## src/rtl/cpi_pkg.sv

```systemverilog
package cpi_pkg;
  localparam int unsigned SYNC_STAGES = 2;
  localparam int unsigned PIN_COUNT   = 2;

  function automatic int unsigned cnt_width(input int unsigned limit);
    return (limit < 2) ? 1 : $clog2(limit + 1);
  endfunction
endpackage

```

## src/rtl/cpi_sync.sv

```systemverilog
module cpi_sync #(
  parameter int unsigned WIDTH  = 2,
  parameter int unsigned STAGES = 2
) (
  input  logic             clk_i,
  input  logic             rst_ni,
  input  logic [WIDTH-1:0] d_i,
  output logic [WIDTH-1:0] q_o
);
  logic [WIDTH-1:0] stage_q [STAGES];

  for (genvar s = 0; s < STAGES; s++) begin : g_stage
    always_ff @(posedge clk_i or negedge rst_ni) begin
      if (!rst_ni) stage_q[s] <= '0;
      else if (s == 0) stage_q[s] <= d_i;
      else stage_q[s] <= stage_q[(s == 0) ? 0 : s-1];
    end
  end

  assign q_o = stage_q[STAGES-1];
endmodule

```

## src/rtl/cpi_debounce.sv

```systemverilog
module cpi_debounce #(
  parameter int unsigned CYCLES = 8000
) (
  input  logic clk_i,
  input  logic rst_ni,
  input  logic raw_i,
  output logic card_o
);
  localparam int unsigned CW = cpi_pkg::cnt_width(CYCLES);
  localparam logic [CW-1:0] LAST = CW'(CYCLES - 1);

  logic [CW-1:0] cnt_q;
  logic          card_q;

  always_ff @(posedge clk_i or negedge rst_ni) begin
    if (!rst_ni) begin
      cnt_q  <= '0;
      card_q <= 1'b0;
    end else if (!raw_i) begin
      cnt_q  <= '0;   // bounce or removal restarts
      card_q <= 1'b0;
    end else if (!card_q) begin
      if (cnt_q == LAST) begin
        card_q <= 1'b1;
        cnt_q  <= '0;
      end else begin
        cnt_q <= cnt_q + 1'b1;
      end
    end
  end

  // removal acts without waiting for the register
  assign card_o = card_q & raw_i;
endmodule

```

## src/rtl/cpi_fault_latch.sv

```systemverilog
module cpi_fault_latch (
  input  logic clk_i,
  input  logic rst_ni,
  input  logic cmd_n_i,
  input  logic card_i,
  input  logic uvlo_i,
  input  logic fault_i,
  input  logic done_i,
  output logic req_o
);
  logic req_q;
  logic trip;

  assign trip = !cmd_n_i && (fault_i || uvlo_i || !card_i);

  always_ff @(posedge clk_i or negedge rst_ni) begin
    if (!rst_ni)                req_q <= 1'b0;
    else if (trip)              req_q <= 1'b1;
    else if (cmd_n_i && done_i) req_q <= 1'b0;
  end

  assign req_o = req_q;
endmodule

```

## src/rtl/card_presence_irq.sv

```systemverilog
module card_presence_irq #(
  parameter int unsigned DEBOUNCE_CYCLES = 8000
) (
  input  logic clk_i,
  input  logic rst_ni,
  input  logic pres_n_i,
  input  logic pres_i,
  input  logic uvlo_i,
  input  logic fault_i,
  input  logic cmd_n_i,
  input  logic deact_done_i,
  output logic irq_n_o,
  output logic deact_req_o
);
  import cpi_pkg::*;

  logic [PIN_COUNT-1:0] pin_act;
  logic [PIN_COUNT-1:0] pin_sync;
  logic                 present_sync;
  logic                 card;
  logic                 req;

  assign pin_act = {~pres_n_i, pres_i};

  cpi_sync #(.WIDTH(PIN_COUNT), .STAGES(SYNC_STAGES)) u_sync (
    .clk_i (clk_i),
    .rst_ni(rst_ni),
    .d_i   (pin_act),
    .q_o   (pin_sync)
  );

  assign present_sync = |pin_sync;

  cpi_debounce #(.CYCLES(DEBOUNCE_CYCLES)) u_deb (
    .clk_i (clk_i),
    .rst_ni(rst_ni),
    .raw_i (present_sync),
    .card_o(card)
  );

  cpi_fault_latch u_flt (
    .clk_i  (clk_i),
    .rst_ni (rst_ni),
    .cmd_n_i(cmd_n_i),
    .card_i (card),
    .uvlo_i (uvlo_i),
    .fault_i(fault_i),
    .done_i (deact_done_i),
    .req_o  (req)
  );

  assign deact_req_o = req;
  assign irq_n_o     = card & ~uvlo_i & ~req;
endmodule

```

## config.mk

```make
export PLATFORM = sky130hd
export DESIGN_NAME = card_presence_irq
export DESIGN_NICKNAME = d
export VERILOG_FILES = /design/src/rtl/cpi_pkg.sv /design/src/rtl/cpi_sync.sv /design/src/rtl/cpi_debounce.sv /design/src/rtl/cpi_fault_latch.sv /design/src/rtl/card_presence_irq.sv
export SDC_FILE = /design/constraint.sdc
export NUM_CORES = 1
export LEC_CHECK = 0
export BUFFER_PORTS_ARGS = -buffer_cell sky130_fd_sc_hd__buf_2
export CAP_MARGIN = 25
export CORE_UTILIZATION = 40
export DETAILED_ROUTE_END_ITERATION = 8
export PLACE_DENSITY_LB_ADDON = 0.2
export SLEW_MARGIN = 0
export SYNTH_ARGS = -nofsm -noshare
export SYNTH_HDL_FRONTEND = slang
export SYNTH_SLANG_ARGS = --single-unit
```

## constraint.sdc

```tcl
create_clock -name clk_i -period 5.6 [get_ports clk_i]
set_clock_uncertainty 0.15 [all_clocks]
set_input_delay 1.12 -clock clk_i [delete_from_list [all_inputs] [get_ports clk_i]]
set_output_delay 1.12 -clock clk_i [all_outputs]
set_load 0.005 [all_outputs]
```

==> impl_metrics.py <==
metrics = {
    "outcome": {
        "status": "finished, final reports clean",
    },
    "power_and_ir_drop": {
        "switching_share": 0.285,
        "power_density_nw_per_um2": 263,
        "power_w": 0.000266,
        "seqPwrFrac": 0.617,
        "pwr-share-clk": 0.265,
        "vdd_ir_drop_max_uv": 157,
        "power.switching_w": 0.0000757,
        "intPower_w": 0.000190,
        "power.leakage_nw": 0.406,
        "pwr-share-comb": 0.118,
    },
    "drt": {
        "viasPerCell": 5.84,
        "drc": 0,
        "wire_per_inst_um": 15.4,
        "drt-initial-drc-count": 7,
        "routed_wl_um": 2000,
        "vias": 759,
        "postRouteAntennaNets": 0,
        "dr.pass1.iters": 4,
    },
    "clock_tree": {
        "cts_max_level": 1,
        "post_cts_resized": 0,
        "clock_latency_ns": 0.31,
        "cts_tree": "done",
        "root_buffer": "clkbuf_4",
        "clk_pin_slew_ns": 0.10,
        "cts_made_buffers": 3,
        "clkSinkCount": 19,
        "cts_hold_buffers": 0,
        "cts_setup_buffers": 0,
        "cts.path.max_buffers": 2,
    },
    "synth": {
        "ys_ff_latch": 19,
        "synthMuxAreaShare": 0,
        "synth_edf_count": 0,
        "synth_compound_area_frac": 0.134,
        "synth_area_per_cell_um2": 9.98,
        "syn-num-nets": 101,
        "netlist_area_um2": 918,
        "yosysWarnings": 0,
        "ys_types": 30,
        "synth_fa_ha_area_frac": 0.0136,
        "yosys.area_share.simple": 0.282,
        "ys_async_sr_fraction": 1.00,
        "synth_top_family_by_area": "simple AND/OR/NAND/NOR gates",
        "synthCells": 92,
        "dominantRegCellSynth": "dfrtp_1",
        "synth-seq-area-share": 0.518,
        "synth-xor-area-share": 0.0286,
    },
    "global_routing": {
        "grt_pass1_vias": 715,
        "overflow": 0,
        "grtUsageTotal": 0.182,
        "grt_max_degree": 20,
        "grt_antenna_before_repair": 0,
        "grt_first_pass_wirelength_um": 3310,
    },
    "floorplanning": {
        "pin_count": 10,
        "dieArea_um2": 2490,
        "die_h_um": 49.9,
        "core_region_area_um2": 2060,
        "die_w_um": 49.9,
        "initial_utilization": 0.445,
        "rows": 16,
    },
    "worst_setup_path": {
        "regToRegEndpoint": "u_deb.cnt_q[3]",
        "critPathCaptureType": "output port",
        "rr_worst_depth": 5,
        "path_class": "input pin to output port",
        "worstSetupStartpoint": "uvlo_i",
        "r2r_start": "u_deb.cnt_q[0]",
        "critPathArrivalTime_ns": 1.52,
        "critPathLaunchType": "input pin",
        "r2r_slack_ns": 3.55,
        "required_ns": 4.33,
        "worstPathMaxFanout": 2,
        "crit_end": "irq_n_o",
    },
    "worst_hold_path": {
        "hold_class": "flip-flop to flip-flop",
    },
    "timing": {
        "min_period_ns": 2.79,
        "max_clock_freq_mhz": 358,
        "finalHoldViolations": 0,
        "tns_ns": 0,
        "slew_violations": 0,
        "period_share": 0.498,
        "worst_slew_pin_slew_ns": 0.600,
        "setup_viol": 0,
        "slew_headroom": 0.598,
        "rsz0062_at_grt": "no",
    },
    "finish": {
        "final_common_cell": "dfrtp_1",
        "nFillCells": 200,
        "area_growth_pct": 9.95,
        "drive_above_1_share": 0.155,
        "final_nets": 113,
        "mostFrequentLayoutCells": "dfrtp_1, nand2_1, nand4_1, buf_2, nor2_1",
        "instances_no_fill": 130,
        "diodes": 0,
    },
    "placement": {
        "routabilityCongestion": 0.863,
        "dp_hpwl_um": 1360,
        "io_buffers": 9,
        "dp.cells": 126,
    },
    "job": {
        "drv_cap": 0,
    },
}
==> through the flow <==
step / setup slack, ns / utilization / hold WS [ns] / instance area, um^2
after floorplan: 3.01 / - / 0.181 / 918
after global placement: 2.82 / 0.476 / 0.182 / 982
after detailed placement: 2.81 / 0.476 / 0.186 / 982
after CTS: 2.81 / 0.490 / 0.211 / 1010
after global routing: 2.76 / 0.490 / 0.232 / 1010
final: 2.81 / 0.490 / 0.206 / 1010
==> area by class of cell <==
cell class              count  area [um^2]  area share
inverters                   2         7.51     0.00743
clock inverters             1         5.00     0.00496
well taps                  27         33.8      0.0335
repair buffers              9         45.0      0.0446
clock buffers               3         22.5      0.0223
multi-input cells          69          420       0.416
flip-flops and latches     19          475       0.471
==> worst max-delay path: stages <==
cell and delay (ns):
buf_2 0.11, nor3_1 0.16, buf_2 0.13
==> kinds of logic after synthesis <==
kind of cell    after synthesis
flops                        19
buf+inv                       4
fa+ha+maj                     1
simple gates                 48
xor+xnor                      3
compound gates               17
==> synth_stat cells, types with 2 or more instances <==
cell | number | area, um^2
dfrtp_1 | 19 | 475
inv_1 | 2 | 7.51
nand2_1 | 12 | 45.0
nand3_1 | 5 | 25.0
nand4_1 | 9 | 56.3
nor2_1 | 6 | 22.5
nor2b_1 | 2 | 12.5
nor3_1 | 3 | 15.0
nor4_1 | 2 | 12.5
o211ai_1 | 2 | 15.0
o21ai_0 | 5 | 25.0
o311ai_1 | 4 | 35.0
or2_2 | 2 | 12.5
or4_1 | 2 | 15.0
xnor2_1 | 2 | 17.5
==> layer usage <==
layer,routed length (um),GRT usage,up-vias
li1,-,-,367
met1,966,0.243,376
met2,941,0.268,14
met3,82,0.0679,2
met4,8,0.0619,0
met5,0,0,-
==> how the worst min path moves through the flow <==
stage	from	endpoint	slack, ns	cells after the start
floorplan	u_sync.stage_q[2]	u_sync.q_o[0]	0.18	0
global placement	u_sync.stage_q[2]	u_sync.q_o[0]	0.18	0
detailed placement	u_sync.stage_q[2]	u_sync.q_o[0]	0.19	0
CTS	u_sync.stage_q[2]	u_sync.q_o[0]	0.21	0
global route	u_sync.stage_q[3]	u_sync.q_o[1]	0.23	0
finish	u_sync.stage_q[2]	u_sync.q_o[0]	0.21	0
==> state kept, by name (all words and copies together) (netlist names) <==
register / count
u_flt.req_o: 1
u_sync.stage_q: 2
u_deb.card_q: 1
u_sync.q_o: 2
u_deb.cnt_q: 13
==> power groups by stage <==
stage / clock network [W] / registers [W] / logic, W
5_1_grt: 0.0000796 / 0.000165 / 0.0000349
2_1_floorplan: 0 / 0.000163 / 0.0000215
3_5_place_dp: 0 / 0.000166 / 0.0000316
6_report: 0.0000704 / 0.000164 / 0.0000314
4_1_cts: 0.0000736 / 0.000163 / 0.0000319
3_3_place_gp: 0 / 0.000165 / 0.0000307
Power figures use the tool's default switching activity.
